## src/rtl/agen_pkg.sv

```systemverilog
package agen_pkg;

  typedef enum logic [2:0] {
    AM_DIRECT   = 3'd0,
    AM_INDIRECT = 3'd1,
    AM_REGDIR   = 3'd2,
    AM_REGIND   = 3'd3,
    AM_IMM      = 3'd4,
    AM_REL      = 3'd5,
    AM_INDEXED  = 3'd6,
    AM_BASED    = 3'd7
  } amode_e;

  typedef enum logic [1:0] {
    FETCH_NONE = 2'd0,
    FETCH_ONE  = 2'd1,
    FETCH_TWO  = 2'd2
  } fetch_e;

  typedef enum logic [2:0] {
    S_IDLE  = 3'd0,
    S_WAIT1 = 3'd1,
    S_PTR   = 3'd2,
    S_WAIT2 = 3'd3,
    S_CAP   = 3'd4
  } seq_state_e;

endpackage

```

## src/rtl/agen_regfile.sv

```systemverilog
module agen_regfile #(
  parameter int DW      = 16,
  parameter int NREGS   = 8,
  parameter int IDX_REG = NREGS - 2,
  parameter int BAS_REG = NREGS - 1,
  localparam int RSW    = $clog2(NREGS)
) (
  input  logic           clk,
  input  logic           rst,
  input  logic           wr_en,
  input  logic [RSW-1:0] wr_sel,
  input  logic [DW-1:0]  wr_data,
  input  logic           idx_bump,
  input  logic [RSW-1:0] rd_sel,
  output logic [DW-1:0]  rd_data,
  output logic [DW-1:0]  idx_data,
  output logic [DW-1:0]  base_data
);

  logic [DW-1:0] regs [NREGS];

  always_ff @(posedge clk) begin
    if (rst) begin
      for (int i = 0; i < NREGS; i++) regs[i] <= '0;
    end else begin
      if (idx_bump) regs[IDX_REG] <= regs[IDX_REG] + DW'(1);
      if (wr_en)    regs[wr_sel]  <= wr_data;
    end
  end

  assign rd_data   = regs[rd_sel];
  assign idx_data  = regs[IDX_REG];
  assign base_data = regs[BAS_REG];

endmodule

```

## src/rtl/agen_decode.sv

```systemverilog
module agen_decode
  import agen_pkg::*;
#(
  parameter int AW  = 8,
  parameter int DW  = 16,
  parameter int ILW = 2
) (
  input  logic           ext_mode,
  input  logic [2:0]     mode,
  input  logic [AW-1:0]  addr_field,
  input  logic [DW-1:0]  sel_val,
  input  logic [DW-1:0]  idx_val,
  input  logic [DW-1:0]  base_val,
  input  logic [DW-1:0]  acc_val,
  input  logic [AW-1:0]  cur_pc,
  input  logic [ILW-1:0] instr_len,
  output fetch_e         fetch,
  output logic [AW-1:0]  first_addr,
  output logic           ea_ok,
  output logic [DW-1:0]  direct_val
);

  always_comb begin
    fetch      = FETCH_NONE;
    first_addr = '0;
    ea_ok      = 1'b0;
    direct_val = '0;
    if (ext_mode) begin
      if (mode[0]) begin
        direct_val = acc_val;
      end else begin
        fetch      = FETCH_ONE;
        first_addr = addr_field + sel_val[AW-1:0];
        ea_ok      = 1'b1;
      end
    end else begin
      case (amode_e'(mode))
        AM_DIRECT: begin
          fetch      = FETCH_ONE;
          first_addr = addr_field;
          ea_ok      = 1'b1;
        end
        AM_INDIRECT: begin
          fetch      = FETCH_TWO;
          first_addr = addr_field;
          ea_ok      = 1'b1;
        end
        AM_REGDIR: direct_val = sel_val;
        AM_REGIND: begin
          fetch      = FETCH_ONE;
          first_addr = sel_val[AW-1:0];
          ea_ok      = 1'b1;
        end
        AM_IMM: direct_val = DW'(addr_field);
        AM_REL: begin
          fetch      = FETCH_ONE;
          first_addr = cur_pc + AW'(instr_len) + addr_field;
          ea_ok      = 1'b1;
        end
        AM_INDEXED: begin
          fetch      = FETCH_ONE;
          first_addr = addr_field + idx_val[AW-1:0];
          ea_ok      = 1'b1;
        end
        AM_BASED: begin
          fetch      = FETCH_ONE;
          first_addr = addr_field + base_val[AW-1:0];
          ea_ok      = 1'b1;
        end
        default: direct_val = '0;
      endcase
    end
  end

endmodule

```

## src/rtl/agen_seq.sv

```systemverilog
module agen_seq
  import agen_pkg::*;
#(
  parameter int AW = 8,
  parameter int DW = 16
) (
  input  logic          clk,
  input  logic          rst,
  input  logic          go,
  input  fetch_e        fetch,
  input  logic [AW-1:0] first_addr,
  input  logic          ea_ok,
  input  logic [DW-1:0] direct_val,
  input  logic [DW-1:0] mem_rdata,
  output logic          idle,
  output logic          mem_re,
  output logic [AW-1:0] mem_addr,
  output logic          done,
  output logic [DW-1:0] operand,
  output logic [AW-1:0] ea,
  output logic          ea_valid
);

  seq_state_e st;

  assign idle = (st == S_IDLE);

  always_ff @(posedge clk) begin
    if (rst) begin
      st       <= S_IDLE;
      mem_re   <= 1'b0;
      mem_addr <= '0;
      done     <= 1'b0;
      operand  <= '0;
      ea       <= '0;
      ea_valid <= 1'b0;
    end else begin
      done   <= 1'b0;
      mem_re <= 1'b0;
      case (st)
        S_IDLE: begin
          if (go) begin
            ea_valid <= ea_ok;
            ea       <= ea_ok ? first_addr : '0;
            case (fetch)
              FETCH_NONE: begin
                operand <= direct_val;
                done    <= 1'b1;
              end
              FETCH_ONE: begin
                mem_re   <= 1'b1;
                mem_addr <= first_addr;
                st       <= S_WAIT2;
              end
              default: begin
                mem_re   <= 1'b1;
                mem_addr <= first_addr;
                st       <= S_WAIT1;
              end
            endcase
          end
        end
        S_WAIT1: st <= S_PTR;
        S_PTR: begin
          mem_re   <= 1'b1;
          mem_addr <= mem_rdata[AW-1:0];
          ea       <= mem_rdata[AW-1:0];
          st       <= S_WAIT2;
        end
        S_WAIT2: st <= S_CAP;
        S_CAP: begin
          operand <= mem_rdata;
          done    <= 1'b1;
          st      <= S_IDLE;
        end
        default: st <= S_IDLE;
      endcase
    end
  end

endmodule

```

## src/rtl/operand_addr_gen.sv

```systemverilog
module operand_addr_gen
  import agen_pkg::*;
#(
  parameter int DW      = 16,
  parameter int AW      = 8,
  parameter int NREGS   = 8,
  parameter int ILW     = 2,
  parameter int IDX_REG = NREGS - 2,
  parameter int BAS_REG = NREGS - 1,
  localparam int RSW    = $clog2(NREGS)
) (
  input  logic           clk,
  input  logic           rst,
  input  logic           start,
  input  logic           ext_mode,
  input  logic [2:0]     mode,
  input  logic [AW-1:0]  addr_field,
  input  logic [RSW-1:0] reg_sel,
  input  logic [AW-1:0]  cur_pc,
  input  logic [ILW-1:0] instr_len,
  input  logic [DW-1:0]  acc_val,
  input  logic           rf_we,
  input  logic [RSW-1:0] rf_wsel,
  input  logic [DW-1:0]  rf_wdata,
  output logic           mem_re,
  output logic [AW-1:0]  mem_addr,
  input  logic [DW-1:0]  mem_rdata,
  output logic           done,
  output logic [DW-1:0]  operand,
  output logic [AW-1:0]  ea,
  output logic           ea_valid
);

  logic          idle;
  logic          go;
  logic          idx_bump;
  logic [DW-1:0] sel_val;
  logic [DW-1:0] idx_val;
  logic [DW-1:0] base_val;
  fetch_e        fetch;
  logic [AW-1:0] first_addr;
  logic          ea_ok;
  logic [DW-1:0] direct_val;

  assign go       = start && idle;
  assign idx_bump = go && !ext_mode && (mode == AM_INDEXED);

  agen_regfile #(
    .DW(DW), .NREGS(NREGS), .IDX_REG(IDX_REG), .BAS_REG(BAS_REG)
  ) u_rf (
    .clk(clk), .rst(rst),
    .wr_en(rf_we), .wr_sel(rf_wsel), .wr_data(rf_wdata),
    .idx_bump(idx_bump), .rd_sel(reg_sel),
    .rd_data(sel_val), .idx_data(idx_val), .base_data(base_val)
  );

  agen_decode #(.AW(AW), .DW(DW), .ILW(ILW)) u_dec (
    .ext_mode(ext_mode), .mode(mode), .addr_field(addr_field),
    .sel_val(sel_val), .idx_val(idx_val), .base_val(base_val),
    .acc_val(acc_val), .cur_pc(cur_pc), .instr_len(instr_len),
    .fetch(fetch), .first_addr(first_addr), .ea_ok(ea_ok),
    .direct_val(direct_val)
  );

  agen_seq #(.AW(AW), .DW(DW)) u_seq (
    .clk(clk), .rst(rst), .go(go), .fetch(fetch),
    .first_addr(first_addr), .ea_ok(ea_ok), .direct_val(direct_val),
    .mem_rdata(mem_rdata), .idle(idle),
    .mem_re(mem_re), .mem_addr(mem_addr), .done(done),
    .operand(operand), .ea(ea), .ea_valid(ea_valid)
  );

endmodule

```

## config.mk

```make
export PLATFORM = sky130hd
export DESIGN_NAME = operand_addr_gen
export DESIGN_NICKNAME = d
export VERILOG_FILES = /design/src/rtl/agen_pkg.sv /design/src/rtl/agen_regfile.sv /design/src/rtl/agen_decode.sv /design/src/rtl/agen_seq.sv /design/src/rtl/operand_addr_gen.sv
export SDC_FILE = /design/constraint.sdc
export NUM_CORES = 1
export LEC_CHECK = 0
export ABC_AREA = 1
export BUFFER_PORTS_ARGS = -buffer_cell sky130_fd_sc_hd__buf_4
export CAP_MARGIN = 20
export CELL_PAD_IN_SITES_DETAIL_PLACEMENT = 2
export CELL_PAD_IN_SITES_GLOBAL_PLACEMENT = 2
export CORE_MARGIN = 3
export CORE_UTILIZATION = 30
export CTS_CLUSTER_SIZE = 24
export DETAILED_ROUTE_END_ITERATION = 7
export PLACE_DENSITY_LB_ADDON = 0.1
export SETUP_SLACK_MARGIN = 0.05
export SYNTH_ARGS = -nofsm -noshare
export SYNTH_HDL_FRONTEND = slang
export SYNTH_SLANG_ARGS = --single-unit
```

## constraint.sdc

```tcl
create_clock -name clk -period 4.45 [get_ports clk]
set_input_delay 0.89 -clock clk [delete_from_list [all_inputs] [get_ports clk]]
set_output_delay 0.89 -clock clk [all_outputs]
set_load 0.05 [all_outputs]
```

* Word-level counts from Yosys, hierarchy flattened *
Memory sizes are Yosys's and may differ from the RTL's.
Cells that the tools add are included.

cells by class
  add/subtract/negate cells = 6
  multipliers = 0
  div/mod/pow operators = 0
  $lt $le $gt $ge = 0
  equal/unequal tests = 16
  shift operators = 0
  multiplexer cells = 42
  bitwise operators = 4
  reduce and logical (&&, ||, !) cells = 18

operators by type and width
  kind                     number
  $mux W16                 6
  $pmux W16 S2             2
  $mux W8                  6
  $pmux W8 S5              1
  $add A8 B8 Y8            4
  $pmux W8 S2              2
  $mux W1                  17
  $add A16 B1 Y16 const B  1
  $reduce_or A16 Y1        1
  $eq A3 B3 Y1 const B     5
  $eq A3 B2 Y1 const B     4
  $pmux W3 S4              1
  $add A8 B2 Y8            1
  $eq A3 B1 Y1 const B     2
  $logic_not A3 Y1         2
  $mux W3                  2
  $pmux W3 S2              1
  $reduce_and A2 Y1        3
  $reduce_and A3 Y1        2
  $reduce_or A6 Y1         1
  $reduce_or A5 Y1         1
  $ne A2 B1 Y1 const B     2
  $pmux W1 S2              2
  $pmux W2 S2              1
  12 further kinds         16

storage, ports and cells
  register bits = 38
  bits in latches = 0
  bits in writable memories = 128
  ROM bits = 0
  input bits = 80
  output and inout port bits = 35
  memories kept = 1

memories
  memory     depth  bits a word  read ports  clocked after memory_dff  write ports  line                text
  u_rf.regs  8      16           3           0                         8            agen_regfile.sv:20  logic [DW-1:0] regs [NREGS];

* Depth between registers and ports, before layout *
Gate-level depths: netlist of the first run.

  word-level depth = 9
  gate-level depth with buffers = 22
  gate-level depth less buffers = 21

* Modules after synthesis *
A second synthesis of the first run with hierarchy kept.

unflattened totals
  cells, all modules = 1287
  area, all modules = 10005.8 sq um

by module, submodules not included
  module            instances  cells each  area each (sq um)  sequential area each (sq um)
  agen_regfile      1          645         6157.2             3843.7
  agen_seq          1          312         1989.4             760.7
  agen_decode       1          323         1830.5             0.0
  operand_addr_gen  1          7           28.8               0.0

* Least setup slack after synthesis of the first run *
OpenSTA, ideal clock, no wires.

  path kind = in2reg
  start = in reg_sel[2]
  end = reg u_seq.ea[6]
  setup time = 0.070 ns
  data arrival time = 2.932 ns
  required time = 4.380 ns
  setup slack = 1.448 ns
  stages = 20
  cells stage by stage = buf_2 clkinv_1 clkbuf_1 nand2_1 nand2_1 ha_1 fa_1 nand2_1 nand2_1 nand2_1 nand2_1 nand2_1 nand2_1 nand2_1 nand2_1 nand2_1 nand3_1 nand2_1 nand3_1 a21oi_1

on the way
  word-level cells in the longest chain between the ends = 7

ends and longest elaborated chain
  what                    line                    text
  start: declaration      operand_addr_gen.sv:18  input logic [RSW-1:0] reg_sel,
  $mem_v2 Z8 W16 *        --
  $add A8 B8 Y8           agen_decode.sv:33       first_addr = addr_field + sel_val[AW-1:0];
  $mux W8                 agen_decode.sv:29       if (mode[0]) begin
  $mux W8 *               agen_decode.sv:28       if (ext_mode) begin
  $mux W8 *               agen_seq.sv:44          ea <= ea_ok ? first_addr : '0;
  $mux W8 *               agen_seq.sv:42          if (go) begin
  $pmux W8 S2 *           agen_seq.sv:40          case (st)
  end signal: assignment  agen_seq.sv:44
  end signal: assignment  agen_seq.sv:67          ea <= mem_rdata[AW-1:0];
  end: declaration        agen_seq.sv:20          output logic [AW-1:0] ea,

Every way passes the cells marked *; elsewhere a longest branch is shown, timed or not. The select of a mux whose other input is x is not followed.
A chain may end at the register's enable or synchronous reset.

* Final worst setup path of the first run *
  start = in reg_sel[0]
  end = reg u_seq.ea[6]

The elaborated chain is that of the path after synthesis.

==> summary.txt, run 1 <==
Status
  – Status: complete, no violations

Synth
  – Area leader, netlist: edfxtp_1
  – Dominant synthesized flop cell: edfxtp_1
  – Synth top area cells: edfxtp_1 (40%), nand2_1 (9.9%), dfxtp_1 (8.0%)
  – Mapped cell area: around 9500 µm²
  – Seq cells post-synth: 166
  – Synth top cells by count: nand2_1 (250), nor2_1 (200), edfxtp_1 (128), inv_1 (104), nand3_1 (89)
  – Mapped Nets: 1272
  – Top-count cell post-synth: nand2_1
  – Simple-gate portion of the synthesized area: 26.6%
  – Largest family of logic cells by synthesized area: simple AND/OR/NAND/NOR gates
  – Post-synth top area share: 40.4%
  – EDFF count, synth: 128
  – Mux contribution to synthesized area: 0%
  – Syn Inst Count: between 1k and 1.5k
  – Seq/Total Area, Yosys: 48.4%
  – Xor and xnor area share after synthesis: less than 1%
  – Asr flop ratio synth: 0%
  – Syn Area/Cell: between 8 and 9 µm²
  – Adder-Cell Fraction of Synth Area: 4.47%
  – Yosys Warn Count: 0
  – Compound-Gate Fraction of Synth Area: 13.2%
  – Synth unique cells: 50

Placed design
  – Hpwl dp: 26100 µm
  – Place WS: 0.449 ns
  – IO Port Bufs: 114
  – Placer Congestion: 0.828

Route
  – Vias: just under 9k
  – Routed Antenna Nets: 0
  – Drc violations: 0
  – Detailed Routing Iterations Pass 1: 5
  – DRT iter0 DRCs: between 400 and 500
  – Vias per cell: 5.17
  – Drt wl/cell: 21.2 µm
  – Routed Wire Length: 35500 µm

Min path
  – Hold Crit Depth: 2
  – Startpoint of the worst hold path: u_seq.operand[3]
  – Hold WC Path Type: reg -> reg
  – Hold endpoint: u_seq.operand[3]

Global routing
  – Largest net degree at the start of global routing: 45
  – GR Util All Layers: about a fifth
  – Antenna violations before repair: 0
  – Vias in the first global route: between 9k and 10k
  – First-pass GRT wire length: 55200 µm
  – Gr ovfl total: 0

Worst setup path
  – R2R Path End: u_seq.ea[6]
  – CP max stage delay: roughly 0.43 ns
  – Critical-path cell list: buf_4 -> inv_2 -> o21ai_0 -> o22ai_1 -> nand2_1 -> nand2_1 -> ha_1 -> fa_1 -> nand2_1 -> nand2_1 -> nand2_1 -> nand2_1 -> nand2_1 -> nand2_1 -> nand2_1 -> nand2_1 -> nand2_1 -> nand3_1 -> nand2_1 -> nand3_1 -> a21oi_1
  – Slowest stage cell, crit path: inv_2
  – Critical path endpoint category: register
  – Worst Path Arrival: 3.91 ns
  – Crit Path Class: in -> reg
  – Most used cell, CP: nand2_1
  – Reg-to-reg startpoint: u_rf.regs[6][0]
  – R2R cell count: 19
  – Reg2reg setup slack: 1.78 ns
  – Startpoint types: input port
  – Crit Path Max Fanout: 44
  – Crit path required time: between 4 and 5 ns

Pwr
  – Pwr per Cell Area: roughly 380 nW/µm²
  – Tot Pwr: 4360 µW
  – Leak pwr: 0.00488 µW
  – Peak ir drop on the vdd network: 0.243 mV

Die
  – Die Area: around 34000 µm²
  – Io pins: between 100 and 150
  – Core outline area: between 30000 and 40000 µm²
  – DIE HEIGHT: approximately 180 µm
  – Die W: 184 µm
  – # rows: 64
  – Starting Density: 30.8%

STA
  – Final Max Tran Viols: 0
  – Final setup vio count: 0
  – Slew @ Worst Pin: roughly 0.84 ns
  – Worst rel slew slack: 43.9%
  – Clock skew: about 0.014 ns
  – F_max: ~280 MHz
  – Tmin final: 3.54 ns
  – Final Hold Fails: 0
  – Worst setup margin: 0.905 ns
  – Setup TNS: 0 ns
  – RSZ-0062 raised after global routing: no
  – Final Cycle Share: 79.7%
  – WHS: between 0.4 and 0.5 ns

Clocking
  – Longest Clk Path Bufs: 2
  – Post-CTS setup buffer count: 0
  – Post-CTS Hold Buffers: 0
  – Clock sink total: ~170
  – Gates resized, CTS repair: 0
  – Root Driver: clkbuf_16
  – Clock Latency Late Sink: roughly 0.44 ns
  – H-tree depth: 4
  – Clock-pin slew on the worst setup and hold paths: ~0.08 ns
  – CTS tree: yes
  – CTS Buf Count: 17

Finish
  – Fraction of layout cells with a size suffix above 1: 15.8%
  – Nets@finish: around 1.4k
  – # diodes: 0
  – P&R area growth vs syn: 19.4%

Run
  – Maxcap violations: 0
-- metal layers --
metal	share of wire (%)	GRT usage, %	vias up
met5	0	0	-
met3	3.6	3.00	20
li1	-	-	4137
met2	48	36.3	140
met4	0.93	4.48	0
met1	47	28.9	4344
-- layout by cell type, fill, tap and decap left out, types with 5 or more instances in the layout --
cell	n
inv_2	6
o22ai_1	12
o211ai_1	15
o211ai_2	8
clkbuf_16	17
dfxtp_1	38
o21ai_0	83
nor3_1	6
nand4_1	17
clkinv_8	5
nand2_1	250
a21oi_1	57
buf_4	129
edfxtp_1	128
inv_1	104
fa_1	5
nor2_1	200
o221ai_1	10
nand3_1	89
inv_8	5
ha_1	26
-- cells by family (layout without fill, tap and decap cells) --
kind of cell,after synthesis,after routing
simple gates,592,592
buf+inv,161,276
compound gates,208,208
xor+xnor,3,3
flops,166,166
fa+ha+maj,31,31
-- registers in the layout, indices dropped and copies added, names as in the netlist --
register        flops
u_seq.ea            8
u_seq.st            3
u_seq.ea_valid      1
u_rf.regs         128
u_seq.operand      16
u_seq.done          1
u_seq.mem_addr      8
u_seq.mem_re        1
-- metrics by stage --
step                std cells  utilization, %  cell area, µm²
floorplan                1161               -            9520
global placement         1640            34.8           10700
detailed placement       1640            34.8           10700
CTS                      1672            36.8           11400
global route             1672            36.8           11400
finish                   1672            36.8           11400
-- how the worst max path moves through the flow --
stage                     from          end  cells after the start
floorplan           reg_sel[2]  u_seq.ea[6]                     20
detailed placement  reg_sel[0]  u_seq.ea[6]                     21
finish              reg_sel[0]  u_seq.ea[6]                     21
global route        reg_sel[0]  u_seq.ea[6]                     21
CTS                 reg_sel[0]  u_seq.ea[6]                     21
global placement    reg_sel[0]  u_seq.ea[6]                     21
-- where the power goes --
group	leakage (µW)	total (µW)	switching, µW	internal (µW)
sequential	0.00155	1840	58.7	1780
combinational	0.00303	936	652	284
clock	0.000306	1580	759	819
total	0.00488	4360	1470	2890
-- cell type report --
| cell class | instances | area [µm²] |
|---|---|---|
| fill | 3551 | 19500 |
| multi-input combinational | 834 | 4240 |
| inverter | 115 | 437 |
| clock buffer | 17 | 425 |
| sequential | 166 | 4600 |
| tap | 396 | 495 |
| timing repair buffer | 129 | 968 |
| clock inverter | 15 | 203 |
-- critical path, delay by kind of cell --
| family | cells | cell delay (ns) |
|---|---|---|
| adder cells (fa/ha/maj) | 2 | 0.65 |
| AO/OA/AOI/OAI | 3 | 0.53 |
| buffers and inverters | 2 | 0.78 |
| AND/OR/NAND/NOR | 14 | 1.05 |
Note: power is estimated with default switching activity, not from simulation.
==> inputs of run 2 (changes only) <==
==> constraint.sdc (replaced) <==
create_clock -name clk -period 2.89 [get_ports clk]
set_input_delay 0.578 -clock clk [delete_from_list [all_inputs] [get_ports clk]]
set_output_delay 0.578 -clock clk [all_outputs]
set_load 0.05 [all_outputs]
==> summary.txt, run 2 (synthesis results as in run 1) <==
Status
  – Status: complete, no violations (unchanged)

STA
  – Clock skew: 0.00767 ns (was 0.0140 ns)
  – Final setup vio count: 0 (unchanged)
  – Final Hold Fails: 0 (unchanged)
  – Worst setup margin: 0.274 ns (was 0.905 ns)
  – Final Cycle Share: 90.5%
  – Worst rel slew slack: 54.9% (was 43.9%)
  – Slew @ Worst Pin: 0.675 ns (was 0.840 ns)
  – F_max: 382 MHz
  – WHS: 0.446 ns (was 0.473 ns)
  – RSZ-0062 raised after global routing: yes (was no)
  – Final Max Tran Viols: 0 (unchanged)
  – Tmin final: 2.62 ns

Clocking
  – H-tree depth: 4 (unchanged)
  – CTS tree: yes (unchanged)
  – Longest Clk Path Bufs: 2 (unchanged)
  – Clock-pin slew on the worst setup and hold paths: 0.07 ns (was 0.08 ns)
  – CTS Buf Count: 17 (unchanged)
  – Root Driver: clkbuf_16 (unchanged)
  – Clock sink total: 166 (unchanged)
  – Post-CTS Hold Buffers: 0 (unchanged)
  – Clock Latency Late Sink: 0.44 ns (about the same)

Route
  – Detailed Routing Iterations Pass 1: 4 (was 5)
  – Vias per cell: 5.07 (was 5.17)
  – Routed Wire Length: 35600 µm (was 35500 µm)
  – Drt wl/cell: 20.5 µm (was 21.2 µm)
  – DRT iter0 DRCs: 416 (was 439)
  – Routed Antenna Nets: 0 (unchanged)
  – Vias: 8796 (was 8641)
  – Drc violations: 0 (unchanged)

Worst setup path
  – Crit path from: reg_sel[0] (unchanged)
  – Most used cell, CP: nand2_1 (unchanged)
  – Startpoint types: input port (unchanged)
  – Top Family by Delay on Critical Path: simple AND/OR/NAND/NOR gates (unchanged)
  – Critical-path cell list: buf_4 -> buf_12 -> nor2_1 -> nor2_1 -> o21ai_1 -> nand3_1 -> o21a_1 -> ha_1 -> nand2_1 -> nand3_2 -> nand2_1 -> nand2_1 -> nand2_1 -> nand2_1 -> a21oi_1 -> o21ai_0 -> nand2_1 -> nand3_1 -> a21oi_1 (was buf_4 -> inv_2 -> o21ai_0 -> o22ai_1 -> nand2_1 -> nand2_1 -> ha_1 -> fa_1 -> nand2_1 -> nand2_1 -> nand2_1 -> nand2_1 -> nand2_1 -> nand2_1 -> nand2_1 -> nand2_1 -> nand2_1 -> nand3_1 -> nand2_1 -> nand3_1 -> a21oi_1)
  – Crit Path Max Fanout: 16 (was 44)
  – Sum of buffers and inverters on the critical path: 2 (unchanged)
  – Reg-to-reg startpoint: u_rf.regs[6][2] (was u_rf.regs[6][0])
  – Crit path required time: 3.24 ns (was 4.81 ns)
  – Critical path endpoint category: register (unchanged)
  – Worst path depth: 19 (was 21)
  – R2R Path End: u_seq.ea[5] (was u_seq.ea[6])
  – Worst Path Arrival: 2.97 ns (was 3.91 ns)
  – R2R cell count: 15 (was 19)
  – Reg2reg setup slack: 0.28 ns (was 1.78 ns)
  – Crit Path Class: in -> reg (unchanged)
  – Worst setup endpoint: u_seq.ea[5] (was u_seq.ea[6])
  – Slowest stage cell, crit path: ha_1 (was inv_2)
  – CP max stage delay: 0.36 ns (was 0.43 ns)

Global routing
  – Largest net degree at the start of global routing: 30 (was 45)
  – GR Util All Layers: 21.4% (was 21.3%)
  – Antenna violations before repair: 0 (unchanged)
  – Vias in the first global route: 9551 (was 9358)
  – First-pass GRT wire length: 55600 µm (was 55200 µm)
  – Gr ovfl total: 0 (unchanged)

Die
  – DIE HEIGHT: 184 µm (unchanged)
  – Starting Density: 30.8% (unchanged)
  – Die Area: 33900 µm² (unchanged)
  – Core outline area: 30900 µm² (unchanged)
  – # rows: 64 (unchanged)
  – Io pins: 115 (unchanged)
  – Die W: 184 µm (unchanged)

Min path
  – Hold WC Path Type: in -> reg (was reg -> reg)
  – Hold Crit Depth: 3 (was 2)

Pwr
  – Leak pwr: 0.00518 µW (was 0.00488 µW)
  – Pwr per Cell Area: 555 nW/µm² (was 383 nW/µm²)
  – Peak ir drop on the vdd network: 0.404 mV (was 0.243 mV)
  – Tot Pwr: 6570 µW (was 4360 µW)

Finish
  – # diodes: 0 (unchanged)
  – Largest reg by FF count: u_rf.regs (unchanged)
  – Most frequent cells in the layout: nand2_1 (248), nor2_1 (200), buf_4 (190) (was nand2_1 (250), nor2_1 (200), buf_4 (129))
  – Fraction of layout cells with a size suffix above 1: 19.8% (was 15.8%)
  – Max FFs per register: 128 (unchanged)
  – Most common cell after layout, fill and taps aside: nand2_1 (unchanged)
  – Largest registers: u_rf.regs (128), u_seq.operand (16) (unchanged)
  – Nets@finish: 1440 (was 1374)
  – P&R area growth vs syn: 24.4% (was 19.4%)

Placed design
  – Place WS: -0.147 ns (was 0.449 ns)
  – Placer Congestion: 0.817 (was 0.828)
  – Hpwl dp: 27100 µm (was 26100 µm)
  – IO Port Bufs: 114 (unchanged)

Run
  – Maxcap violations: 0 (unchanged)
-- run 2: cell types whose count changed in the layout (fill, tap and decap cells not counted), sizes merged --
cell / before / now
clkinv: 10 / 9
clkinvlp: 0 / 2
buf: 129 / 195
inv: 119 / 115
clkbuf: 17 / 18
-- run 2: repair_timing --
action / 4_1_cts / 5_1_grt
endpoints found under the setup margin: 0 / 8
resized for setup: 0 / 10
setup buffers: 0 / 0
-- run 2: tightest hold or removal path, cell delays in order --
cell      delay, ns
buf_4          0.08
o211ai_2       0.08
a21oi_1        0.11
-- run 2: stage by stage --
stage	utilization, %	cells	instance area (µm²)	TNS, ns
5_1_grt	38.3	1736	11800	0
2_1_floorplan	-	1161	9520	0
6_report	38.3	1736	11800	0
3_3_place_gp	36.6	1706	11300	-0.518
3_5_place_dp	36.6	1706	11300	-1.03
4_1_cts	38.3	1736	11800	0
-- run 2: layout make-up --
cell class	count	area, µm²
clock inverter	12	104
multi-input combinational	834	4250
sequential	166	4600
timing repair buffer	195	1530
clock buffer	18	429
inverter	115	437
tap	396	495
fill	3552	19100
-- run 2: worst min-delay path by stage --
stage	start	endpoint	slack (ns)
floorplan	u_seq.st[1]	u_seq.st[2]	0.48
global placement	u_seq.operand[5]	u_seq.operand[5]	0.46
detailed placement	u_seq.operand[6]	u_seq.operand[6]	0.46
CTS	mem_rdata[14]	u_seq.operand[14]	0.43
global route	mem_rdata[10]	u_seq.operand[10]	0.43
finish	mem_rdata[14]	u_seq.operand[14]	0.45
-- run 2: per-layer routing --
layer | routed length [µm] | vias up | GRT usage [%]
met5 | 0 | - | 0
met4 | 379 | 0 | 4.38
met3 | 822 | 20 | 2.61
met2 | 17900 | 123 | 38.2
met1 | 16500 | 4386 | 28.1
li1 | - | 4267 | -
-- run 2: report_power, final --
group          switching [µW]  total, µW  leakage, µW  internal [µW]
registers                88.6       2830      0.00155           2750
logic                    1030       1560      0.00337            531
clock network            1000       2180     0.000258           1180
